**config.mk**
```make
export PLATFORM = sky130hd
export DESIGN_NAME = ssm_iq_modulator
export DESIGN_NICKNAME = d
export VERILOG_FILES = /design/src/rtl/ssm_pkg.sv /design/src/rtl/ssm_sequencer.sv /design/src/rtl/ssm_shaper.sv /design/src/rtl/ssm_iq_modulator.sv
export SDC_FILE = /design/constraint.sdc
export NUM_CORES = 1
export LEC_CHECK = 0
export CAP_MARGIN = 20
export CORE_ASPECT_RATIO = 2
export CORE_MARGIN = 5
export CORE_UTILIZATION = 60
export DETAILED_ROUTE_END_ITERATION = 10
export DONT_BUFFER_PORTS = 1
export PLACE_DENSITY = 0.77
export SETUP_SLACK_MARGIN = 0.3
export SYNTH_ARGS = -nofsm -noshare
export SYNTH_HDL_FRONTEND = slang
export SYNTH_HIERARCHICAL = 1
export SYNTH_SLANG_ARGS = --single-unit
export TNS_END_PERCENT = 50
```
**constraint.sdc**
```tcl
create_clock -name clk -period 11.3 [get_ports clk]
set_input_delay 2.26 -clock clk [delete_from_list [all_inputs] [get_ports clk]]
set_output_delay 2.26 -clock clk [all_outputs]
set_load 0.05 [all_outputs]
```
**src/rtl/ssm_pkg.sv**
```systemverilog
package ssm_pkg;

  // One impulse of the upsampled chip stream: nz marks a chip instant,
  // pos gives its sign (1 = +1, 0 = -1).
  typedef struct packed {
    logic nz;
    logic pos;
  } ssm_imp_t;

  localparam logic [7:0] SSM_SEED_WORD = 8'b1011_1000;

  // Spreading word for a 4-bit symbol: rotate the seed by the low three
  // bits, invert the whole word when the top bit is set.
  function automatic logic [7:0] ssm_chip_word(input logic [3:0] s);
    logic [15:0] dbl;
    logic [7:0]  rot;
    dbl = {SSM_SEED_WORD, SSM_SEED_WORD} << s[2:0];
    rot = dbl[15:8];
    return s[3] ? ~rot : rot;
  endfunction

  // Half-cosine pulse, 8 samples, peak scaled to 511.
  function automatic int ssm_shape_tap(input int m);
    case (m)
      0, 7:    return 100;
      1, 6:    return 284;
      2, 5:    return 425;
      3, 4:    return 501;
      default: return 0;
    endcase
  endfunction

endpackage

```
**src/rtl/ssm_sequencer.sv**
```systemverilog
module ssm_sequencer
  import ssm_pkg::*;
#(
  parameter int OSR   = 8,
  parameter int PAIRS = 4,
  parameter int SYM_W = 4
) (
  input  logic             clk,
  input  logic             rst_n,
  input  logic             start,
  input  logic             sym_valid,
  input  logic [SYM_W-1:0] sym,
  output logic             sym_ready,
  output ssm_imp_t         imp_i,
  output ssm_imp_t         imp_q
);

  localparam int PERIOD = OSR * PAIRS;
  localparam int CNT_W  = $clog2(PERIOD);
  localparam int PH_W   = $clog2(OSR);
  localparam int PR_W   = (CNT_W - PH_W) > 0 ? (CNT_W - PH_W) : 1;
  localparam int CHIPS  = 2 * PAIRS;
  localparam logic [CNT_W-1:0] LAST = CNT_W'(PERIOD - 1);

  logic [CNT_W-1:0] cnt;
  logic [CHIPS-1:0] word;
  logic             live;

  logic [PH_W-1:0]  ph;
  logic [PR_W-1:0]  pair;

  assign sym_ready = start && (cnt == LAST);
  assign ph        = cnt[PH_W-1:0];
  assign pair      = PR_W'(cnt >> PH_W);

  always_ff @(posedge clk or negedge rst_n) begin
    if (!rst_n) begin
      cnt  <= LAST;
      word <= '0;
      live <= 1'b0;
    end else if (!start) begin
      cnt  <= LAST;
      word <= '0;
      live <= 1'b0;
    end else begin
      cnt <= (cnt == LAST) ? '0 : cnt + 1'b1;
      if (sym_ready) begin
        live <= sym_valid;
        word <= sym_valid ? CHIPS'(ssm_chip_word(4'(sym))) : '0;
      end
    end
  end

  // Chip instants occur at phase 0 of each pair slot.
  always_comb begin
    imp_i.nz  = start && live && (ph == '0);
    imp_q.nz  = start && live && (ph == '0);
    imp_i.pos = word[2*pair];
    imp_q.pos = word[2*pair+1];
  end

  // ready is a single-cycle strobe
  a_r6_ready_one_shot: assert property (@(posedge clk) disable iff (!rst_n)
    sym_ready |=> !sym_ready);

  // acceptance restarts the symbol period at count zero
  a_r7_accept_restarts: assert property (@(posedge clk) disable iff (!rst_n)
    (sym_valid && sym_ready) |=> (cnt == '0 && live));

  // a missed handshake yields a silent period
  a_r8_miss_silent: assert property (@(posedge clk) disable iff (!rst_n)
    (!sym_valid && sym_ready) |=> (!imp_i.nz && !imp_q.nz));

endmodule

```
**src/rtl/ssm_shaper.sv**
```systemverilog
module ssm_shaper
  import ssm_pkg::*;
#(
  parameter int OSR   = 8,
  parameter int OUT_W = 10
) (
  input  logic                    clk,
  input  logic                    rst_n,
  input  logic                    clr,
  input  ssm_imp_t                imp,
  output logic signed [OUT_W-1:0] y
);

  localparam int ACC_W = OUT_W + $clog2(OSR) + 1;

  ssm_imp_t                 line [OSR];
  logic signed [ACC_W-1:0]  term [OSR];
  logic signed [ACC_W-1:0]  acc;

  always_ff @(posedge clk or negedge rst_n) begin
    if (!rst_n) begin
      for (int j = 0; j < OSR; j++) line[j] <= '0;
    end else if (clr) begin
      for (int j = 0; j < OSR; j++) line[j] <= '0;
    end else begin
      line[0] <= imp;
      for (int j = 1; j < OSR; j++) line[j] <= line[j-1];
    end
  end

  for (genvar g = 0; g < OSR; g++) begin : g_tap
    localparam logic signed [ACC_W-1:0] COEF = ACC_W'(ssm_shape_tap(g));
    always_comb begin
      if (!line[g].nz)      term[g] = '0;
      else if (line[g].pos) term[g] = COEF;
      else                  term[g] = -COEF;
    end
  end

  always_comb begin
    acc = '0;
    for (int j = 0; j < OSR; j++) acc = acc + term[j];
  end

  always_ff @(posedge clk or negedge rst_n) begin
    if (!rst_n)   y <= '0;
    else if (clr) y <= '0;
    else          y <= acc[OUT_W-1:0];
  end

  // a clear leaves silence on the output
  a_r9_clear_silent: assert property (@(posedge clk) disable iff (!rst_n)
    clr |=> (y == '0));

  // shaped output never reaches the most negative code
  a_r5_peak_in_range: assert property (@(posedge clk) disable iff (!rst_n)
    y != {1'b1, {(OUT_W-1){1'b0}}});

endmodule

```
**src/rtl/ssm_iq_modulator.sv**
```systemverilog
module ssm_iq_modulator
  import ssm_pkg::*;
#(
  parameter int OSR   = 8,
  parameter int PAIRS = 4,
  parameter int SYM_W = 4,
  parameter int OUT_W = 10
) (
  input  logic             clk,
  input  logic             rst_n,
  input  logic             start,
  input  logic             sym_valid,
  input  logic [SYM_W-1:0] sym,
  output logic             sym_ready,
  output logic [OUT_W-1:0] i_smp,
  output logic [OUT_W-1:0] q_smp,
  output logic             smp_valid
);

  localparam int BRANCHES = 2;

  ssm_imp_t                 imp [BRANCHES];
  logic signed [OUT_W-1:0]  smp [BRANCHES];

  ssm_sequencer #(
    .OSR   (OSR),
    .PAIRS (PAIRS),
    .SYM_W (SYM_W)
  ) u_seq (
    .clk       (clk),
    .rst_n     (rst_n),
    .start     (start),
    .sym_valid (sym_valid),
    .sym       (sym),
    .sym_ready (sym_ready),
    .imp_i     (imp[0]),
    .imp_q     (imp[1])
  );

  for (genvar b = 0; b < BRANCHES; b++) begin : g_branch
    ssm_shaper #(
      .OSR   (OSR),
      .OUT_W (OUT_W)
    ) u_shape (
      .clk   (clk),
      .rst_n (rst_n),
      .clr   (!start),
      .imp   (imp[b]),
      .y     (smp[b])
    );
  end

  assign i_smp = smp[0];
  assign q_smp = smp[1];

  always_ff @(posedge clk or negedge rst_n) begin
    if (!rst_n) smp_valid <= 1'b0;
    else        smp_valid <= start;
  end

  // valid tracks the sampled run enable
  a_r11_valid_follows: assert property (@(posedge clk) disable iff (!rst_n)
    start |=> smp_valid);

  // stopping silences both branches and drops ready
  a_r9_stop_quiet: assert property (@(posedge clk) disable iff (!rst_n)
    !start |=> (i_smp == '0 && q_smp == '0 && !smp_valid));

endmodule

```
==> results.md, run 1 <==
- Outcome: complete, no violations
- DP Area: roughly 0.0056 mm^2
- Fraction of registers with async set/reset: 1.000
- Shortest period the worst path allows: 4937 ps
- Post-CTS Hold Buffers: 0
- Hold Crit Class: register to register
- Layout area overhead: 6.190%
- Core ar.: 0.009012 mm^2
- Yosys cell types: between 40 and 50
- Crit end category: output pin
- CP Cell Sequence: and2_1
- CTS Buf Count: 9
- DRT iter0 DRCs: 86
- Reg2reg setup slack: roughly 6800 ps
- Arrival @ worst endpoint: 2680 ps
- Power Total: 0.5854 mW
- Synth top cells by count: 118 x inv_1, 70 x fa_1, 62 x dfrtp_1
- Top-area cell type share of the netlist area: 0.2812
- First-pass GRT wire length: between 15000 and 20000 um
- # setup viols final: 0
- CTS Sinks: 67
- Period utilization: 0.4369
- DR vias: between 3000 and 4000
- CP top delay family: simple AND/OR/NAND/NOR gates
- Setup TNS: 0 ps
- Predominant post-synthesis flop cell: dfrtp_1
- Slew @ Worst Pin: between 500 and 600 ps
- Max-slew violations: 0
- GRT Util Overall: 0.1992
- CP startpoint kind: primary input
- Initial DRT Pass Iterations: 4
- Post-Syn Instances: 507
- Final core utilization: 0.6501
- Power per cell area: 99.92 mW/mm^2
- Die Wd: slightly below 80 um
- Final Hold Viols: 0
- Clk buf depth: 2
- Skew final: around 6.5 ps
- Post-CTS Setup Bufs: 0
- Max incr delay on CP: approximately 410 ps
- # nets final: a little over 600
- Top cells by area, synth: dfrtp_1 28%, fa_1 25%, ha_1 8.6%, inv_1 8.0%, nor2b_1 6.3%
- Via-to-Cell Ratio: 5.296
- Die area: ~0.011 mm^2
- RSZ-0062 raised after global routing: no
- Slowest CP cell: and2_1
- Relative slew slack: 0.6288
- Top sig layer: met4
- Share of post-route cells with drive strength above 1: 0.06445
- Fin cells: slightly above 600
- WL/cell: between 15 and 20 um
- Max_cap viols: 0
- Buffers on Ports: 0
- M1 WL: just over 3000 um
- Synth area leader: dfrtp_1
- DRC Markers: 0
- Yosys warns: 6
- Top fanout value on the critical path: 14
- Met3 WL: around 250 um
- Ports: 30
- Placed wire-length estimate: around 8000 um
- Placed cells: about 600
- Resize count post-CTS: 0
- CTS H-Tree Depth: 3
- Antenna violations before repair: 0
- Die H: ~150 um
- Initial Util: 0.6122
- Metal2 WL: between 6000 and 7000 um
- Yosys reg bits: 67
- Detail Route Antenna Nets: 0
- Fin area: between 0.005 and 0.006 mm^2
- Most common cell in the netlist: inv_1
- Final-layout fill cell count: 724
- VDD IR-drop max: between 0.1 and 0.15 mV
- Total wire length: around 9800 um
- Worst-path clk slew: ~60 ps
- Mapped Avg Cell Area: between 10 and 15 um^2
- Syn Nets: roughly 620
- Clock latency on the worst-skew pair: between 300 and 400 ps
- CTS tree: done
- Row count: between 40 and 50
- N_diodes: 0
- Worst EP required: between 9000 and 10000 ps
- Post-synthesis sequential area ratio: 0.3050
- Max frequency: approximately 200 MHz
- Buf+Inv Stages, Crit Path: 0
- Number of global-route vias before repair: about 3800
- EDFF count, synth: 0
- Largest net degree at the start of global routing: 68
- Global placement routability congestion: 0.8242
- LEAKAGE: approximately 3.1 nW
- Overflow after GRT: 0
- Root Driver: clkbuf_16
- Synthesized area: ~0.0055 mm^2
- CP Class: primary input to output pin
-- through the flow --
step                      setup slack (ps)  hold WS [ps]
after floorplan                       6113         460.5
after global placement                6358         471.0
after detailed placement              6358         481.4
after CTS                             6359         494.2
after global routing                  6356         500.3
final                                 6363         490.9
-- logic make-up after synthesis --
logic type               Yosys count  synth area share
AO/OA/AOI/OAI                     41           0.04671
XOR/XNOR                          34           0.06395
adder cells (fa/ha/maj)          109            0.3420
buffers and inverters            132           0.09456
flip-flops                        67            0.3050
multiplexers                       7           0.01769
AND/OR/NAND/NOR                  117            0.1302
-- metal layers --
layer  GRT usage  up-vias
met5           0        -
met4      0.1179        0
met3     0.03532       31
met2      0.3823       45
met1      0.1849     1658
li1            -     1518
-- sequential cells by signal (all words and copies together) (netlist names) --
register,cells
u_seq/word,8
u_seq/live,1
smp_valid,1
u_seq/cnt,5
g_branch.u_shape/line,32
g_branch.u_shape/y,20
-- final cells by class --
type	instances	area, um^2	area share
multi-input cells	308	3313	0.5654
clock buffers	9	225.2	0.03844
well taps	102	127.6	0.02178
inverters	120	450.4	0.07687
clock inverters	7	52.55	0.008969
flip-flops and latches	67	1683	0.2872
repair buffers	1	7.507	0.001281
-- power breakdown --
part / internal [mW] / switching, mW
logic: 0.0276 / 0.0273
clock network: 0.150 / 0.107
registers: 0.259 / 0.0146
total: 0.436 / 0.149
-- path summary, 6_finish.rpt --
check | endpoint | depth (start not counted) | start
hold reg to reg | u_seq/word[4] | 1 | u_seq/word[4]
max in group asynchronous | u_seq/cnt[4] | 0 | rst_n
setup / recovery | sym_ready | 1 | start
min in group asynchronous | g_branch[1].u_shape/y[1] | 0 | rst_n
hold / removal | u_seq/word[4] | 1 | u_seq/word[4]
setup reg to reg | g_branch[1].u_shape/y[9] | 16 | g_branch[1].u_shape/line[1]
-- layout by cell type, fill, tap and decap left out, types with 3 or more instances in the layout --
cell type  count
inv_1        118
dfstp_2        5
fa_1          70
nand2b_1       8
nand2_1       10
xnor3_1        4
xor2_1         6
and2_1        11
nor2b_4        3
ha_1          38
nor2b_1       56
clkbuf_16      9
a21oi_1       16
a21o_1         4
or3_1          4
nor2_1        12
xnor2_1       24
a32o_1         4
o21ai_0       10
mux2i_1        3
dfrtp_1       62
(Power assumes the default switching activity.)
==> inputs of run 2 (changes only) <==
- ABC_AREA: not set -> 1
- clock period: 11.3 -> 5 ns (I/O delays scaled with it)
==> results.md, run 2 <==
- Synthesized area: 0.005801 mm^2
- CTS tree: done
- CP Class: register to register
- Total wire length: roughly 12000 um
- CTS Sinks: 67
- Period utilization: 0.8896
- DRT iter0 DRCs: between 200 and 250
- Top-area cell type share of the netlist area: 0.2675
- Die area: roughly 0.012 mm^2
- Number of global-route vias before repair: around 4600
- RSZ-0062 raised after global routing: no
- Worst-path clk slew: ~60 ps
- Slew @ Worst Pin: around 940 ps
- Top fanout value on the critical path: 9
- Biggest regs: g_branch.u_shape/line: 32 flops, g_branch.u_shape/y: 20 flops, u_seq/word: 8 flops
- Synth area leader: dfrtp_1
- Post-CTS Setup Bufs: 0
- CP startpoint kind: register
- Resize count post-CTS: 0
- Setup TNS: 0 ps
- CP Cell Sequence: nand2_1 > inv_1 > fa_1 > inv_1 > fa_1 > inv_1 > fa_1 > inv_1 > fa_1 > inv_1 > ha_1 > a21oi_1 > nand2_1 > nand2_1 > nand2_1 > a21oi_1 > xor2_1 > nor2_1
- Buffers on Ports: 0
- Placed wire-length estimate: 9616 um
- DRC Markers: 0
- Fin area: just over 0.006 mm^2
- LEAKAGE: approximately 3.5 nW
- Post-CTS Hold Buffers: 0
- Post-synthesis sequential area ratio: 0.2901
- Power per cell area: 229.3 mW/mm^2
- Yosys warns: 6
- N_diodes: 0
- Yosys reg bits: 67
- Yosys cell types: 31
- CTS Buf Count: 9
- Die H: roughly 150 um
- Arrival @ worst endpoint: approximately 4600 ps
- Max incr delay on CP: 540 ps
- Via-to-Cell Ratio: slightly above 5
- Root Driver: clkbuf_16
- Max frequency: between 200 and 250 MHz
- Worst EP required: roughly 5200 ps
- Antenna violations before repair: 0
- Clock latency on the worst-skew pair: 330 ps
- Commonest cells after routing, fill and taps aside: 200 x inv_1, 115 x nand2_1, 73 x nor2_1
- Max reg flops: 32
- Clk buf depth: 2
- Largest net degree at the start of global routing: ~70
- EDFF count, synth: 0
- Synth top cells by count: 200 x inv_1, 115 x nand2_1, 73 x nor2_1
- WL/cell: approximately 14 um
- Max_cap viols: 0
- Predominant post-synthesis flop cell: dfrtp_1
- Overflow after GRT: 0
- # setup viols final: 0
- Crit path top cell by count: inv_1
- DP Area: 0.005929 mm^2
- Global placement routability congestion: between 0.9 and 1
- Most common cell in the netlist: inv_1
- Detail Route Antenna Nets: 0
- Initial DRT Pass Iterations: 6
- Share of post-route cells with drive strength above 1: 0.09900
- Crit end category: register
- Top cells by area, synth: dfrtp_1 27%, fa_1 24%, inv_1 13%, ha_1 8.2%, nand2_1 7.4%
- Post-Syn Instances: roughly 690
- Relative slew slack: 0.3745
- Ports: 30
- Hold Crit Class: primary input to async pin
- Shortest period the worst path allows: between 4000 and 5000 ps
- GRT Util Overall: 0.2282
- Outcome: complete, no violations
- Syn Nets: 803
- VDD IR-drop max: around 0.17 mV
- Max-slew violations: 0
- Final Hold Viols: 0
- Commonest non-fill, non-tap cell in the layout: inv_1
- Fraction of registers with async set/reset: 1.000
- Register name with the most flops: g_branch.u_shape/line
- Row count: 50
- CTS H-Tree Depth: 3
- DR vias: roughly 4200
- Slowest CP cell: fa_1
- Die Wd: just under 80 um
- Initial Util: 0.6140
- First-pass GRT wire length: ~20000 um
- # nets final: roughly 800
- Core ar.: around 0.0094 mm^2
- Mapped Avg Cell Area: between 8 and 9 um^2
- Skew final: between 5 and 6 ps
- Final-layout fill cell count: 788
- Layout area overhead: 7.420%
-- run 2: changes by cell type in the layout (fill, tap and decap cells not counted), sizes merged, moves of 6 or more --
cell	previous run	this run
nand2	10	131
inv	120	214
nor2	12	75
nor2b	60	0
nand3	2	23
xnor2	24	3
and2	13	0
nand2b	8	0
o21ai	10	17
a31o	0	6
-- run 2: area by class of cell --
class | instances | area (um^2) | share of cell area
Multi-Input combinational cell | 400 | 3276 | 0.5257
Sequential cell | 67 | 1683 | 0.2701
Clock inverter | 7 | 76.32 | 0.01225
Timing Repair Buffer | 1 | 7.507 | 0.001205
Clock buffer | 9 | 225.2 | 0.03614
Tap cell | 130 | 162.7 | 0.02610
Inverter | 213 | 800.8 | 0.1285
-- run 2: path summary, 6_finish.rpt --
check | from | to | slack (ps) | cells after the start
worst min-delay path | rst_n | g_branch[0].u_shape/line[2] | 360 | 0
min in group clk | u_seq/word[3] | u_seq/word[3] | 480 | 2
worst min register to register | u_seq/word[3] | u_seq/word[3] | 480 | 2
worst max register to register | g_branch[0].u_shape/line[5] | g_branch[0].u_shape/y[8] | 550 | 18
worst max-delay path | g_branch[0].u_shape/line[5] | g_branch[0].u_shape/y[8] | 550 | 18
max in group asynchronous | rst_n | u_seq/cnt[0] | 4440 | 0
-- run 2: power breakdown --
group	internal [mW]	switching (mW)	total, mW
Sequential	0.590	0.0365	0.626
Clock	0.390	0.257	0.647
Combinational	0.0562	0.0993	0.155
-- run 2: per-layer routing --
metal	track usage	vias up	wire, um
li1	-	1984	-
met2	0.4401	86	7100
met4	0.1489	0	687
met3	0.03265	40	285
met1	0.2120	2063	3901
met5	0	-	0
-- run 2: kinds of logic (layout without fill, tap and decap cells) --
logic type	count (synthesis)	count (layout)	share of synthesized area
AO/OA/AOI/OAI	45	45	0.04681
XOR/XNOR	13	13	0.01963
adder cells (fa/ha/maj)	108	108	0.3236
buffers and inverters	220	230	0.1452
flip-flops	67	67	0.2901
AND/OR/NAND/NOR	234	234	0.1747
-- run 2: stage by stage --
stage	total power [mW]	util	hold slack [ps]	instances	setup WS, ps
final	1.429	0.6596	357.9	827	552.2
after global placement	0.7808	0.6277	462.3	811	674.7
after global routing	1.491	0.6596	343.9	827	364.4
after CTS	1.445	0.6596	346.9	827	553.0
after detailed placement	0.7926	0.6277	466.6	811	571.1
after floorplan	0.7528	-	441.7	687	912.3
-- run 2: worst max-delay path: cells and delay by family, from the launching register on --
kind                       cells  cell delay [ps]
DFF                            1              500
AOI/OAI and AO/OA              2              320
and+or+nand+nor                5              490
adders and majority gates      5             2480
xor gates and xnor gates       1              160
buffers and inverters          5              330
==> inputs of run 3 (changes only) <==
- CELL_PAD_IN_SITES_DETAIL_PLACEMENT: not set -> 0
- CELL_PAD_IN_SITES_GLOBAL_PLACEMENT: not set -> 1
- CORE_UTILIZATION: 60 -> 50
- CTS_CLUSTER_SIZE: not set -> 20
- PLACE_DENSITY: 0.77 -> 0.83
==> results.md, run 3 (synthesized netlist as in run 2, its figures left out) <==
- RSZ-0062 raised after global routing: no
- Ports: 30
- Share of post-route cells with drive strength above 1: 0.09900
- CP Cell Sequence: nand2_1 > inv_1 > fa_1 > inv_1 > fa_1 > inv_1 > fa_1 > inv_1 > fa_1 > inv_1 > ha_1 > a21oi_1 > nand2_1 > nand2_1 > nand2_1 > a21oi_1 > xor2_1 > nor2_1
- Global placement routability congestion: between 0.9 and 1
- Slew @ Worst Pin: 738.6 ps
- Outcome: complete, no violations
- DRT iter0 DRCs: 152
- Reg2Reg Depth: 18
- Initial Util: 0.5109
- Crit end category: register
- Period utilization: 0.8573
- Root Driver: clkbuf_16
- # setup viols final: 0
- Final core utilization: 0.5487
- Post-CTS Hold Buffers: 0
- LEAKAGE: 3.527 nW
- Setup TNS: 0 ps
- WL/cell: 14.04 um
- Detail Route Antenna Nets: 0
- Fin cells: 839
- N_diodes: 0
- Max reg flops: 32
- CP Class: register to register
- Skew final: ~7.6 ps
- Via-to-Cell Ratio: around 4.8
- Max_cap viols: 0
- Die H: between 150 and 200 um
- Antenna violations before repair: 0
- Arrival @ worst endpoint: 4500 ps
- Max-slew violations: 0
- Clock latency on the worst-skew pair: ~330 ps
- Biggest regs: g_branch.u_shape/line: 32 flops, g_branch.u_shape/y: 20 flops, u_seq/word: 8 flops
- CTS tree: done
- Core ar.: between 0.01 and 0.015 mm^2
- CTS Sinks: 67
- Relative slew slack: 0.5071
- # nets final: ~800
- Hold Crit Class: primary input to async pin
- Slowest CP cell: fa_1
- DR vias: roughly 4100
- Shortest period the worst path allows: 4286 ps
- Total wire length: between 10000 and 15000 um
- Top fanout value on the critical path: 9
- Power per cell area: between 200 and 250 mW/mm^2
- Crit path top cell by count: inv_1
- CP startpoint kind: register
- Max frequency: 233.3 MHz
- Layout area overhead: 7.399%
- First-pass GRT wire length: just over 20000 um
- Max incr delay on CP: between 500 and 600 ps
- Final Hold Viols: 0
- Overflow after GRT: 0
- Clk buf depth: 2
- Register name with the most flops: g_branch.u_shape/line
- Die area: ~0.014 mm^2
- VDD IR-drop max: roughly 0.17 mV
- Worst EP required: around 5200 ps
- Row count: between 50 and 60
- Placed cells: roughly 800
- Commonest cells after routing, fill and taps aside: 200 x inv_1, 115 x nand2_1, 73 x nor2_1
- Worst-path clk slew: ~60 ps
- Post-CTS Setup Bufs: 0
- GRT Util Overall: 0.1893
- Largest net degree at the start of global routing: just under 70
- CTS Buf Count: 9
- Commonest non-fill, non-tap cell in the layout: inv_1
- DRC Markers: 0
- Initial DRT Pass Iterations: 4
- Placed wire-length estimate: 9804 um
- Resize count post-CTS: 0
- Buffers on Ports: 0
- CTS H-Tree Depth: 3
- Die Wd: around 86 um
- Number of global-route vias before repair: ~4500
==> run 3: cell types whose count changed in the layout (fill, tap and decap cells not counted), sizes merged <==
cell      before  now
clkinvlp       1    3
clkinv         4    2
inv          214  215
bufinv         1    0
==> run 3: path summary, 6_finish.rpt <==
check | endpoint | slack (ps) | from
worst max-delay path | g_branch[0].u_shape/y[8] | 710 | g_branch[0].u_shape/line[5]
worst min-delay path | g_branch[1].u_shape/y[9] | 360 | rst_n
worst max register to register | g_branch[0].u_shape/y[8] | 710 | g_branch[0].u_shape/line[5]
worst min register to register | u_seq/live | 480 | u_seq/live
max in group asynchronous | u_seq/cnt[1] | 4410 | rst_n
min in group clk | u_seq/live | 480 | u_seq/live
==> run 3: area by class of cell <==
class	instances	area [um^2]
flip-flops and latches	67	1683
clock inverters	7	60.06
fillers	1102	5125
inverters	213	800.8
multi-input cells	400	3276
clock buffers	9	225.2
repair buffers	1	7.507
well taps	142	177.7
==> run 3: metal layers <==
| layer | track usage | wire length [um] | part of all wire | vias to the layer above |
|---|---|---|---|---|
| li1 | - | - | - | 1984 |
| met4 | 0.1016 | 563 | 0.048 | 0 |
| met3 | 0.02944 | 268 | 0.023 | 36 |
| met5 | 0 | 0 | 0 | - |
| met1 | 0.1794 | 3908 | 0.33 | 1970 |
| met2 | 0.3707 | 7043 | 0.60 | 66 |
==> run 3: worst max-delay path: cells and delay by family, from the launching register on <==
| family | cells | cell delay, ps |
|---|---|---|
| simple gates | 5 | 440 |
| compound gates | 2 | 320 |
| fa+ha+maj | 5 | 2430 |
| buf+inv | 5 | 300 |
| xor+xnor | 1 | 160 |
| flops | 1 | 510 |
==> run 3: metrics by stage <==
step	cell area (um^2)	worst slack, ps	hold slack [ps]	total power, mW
global placement	5944	737.3	458.3	0.7824
CTS	6230	712.0	342.5	1.411
global route	6230	431.7	344.3	1.461
floorplan	5801	912.3	441.7	0.7528
finish	6230	713.7	361.6	1.386
detailed placement	5944	720.1	466.3	0.7886
==> run 3: power breakdown <==
| part | switching [mW] | total [mW] | leakage, nW | internal, mW |
|---|---|---|---|---|
| Combinational | 0.0975 | 0.153 | 2.48 | 0.0553 |
| Sequential | 0.0344 | 0.624 | 0.913 | 0.589 |
| Clock | 0.266 | 0.610 | 0.131 | 0.343 |
| Total | 0.398 | 1.39 | 3.53 | 0.988 |
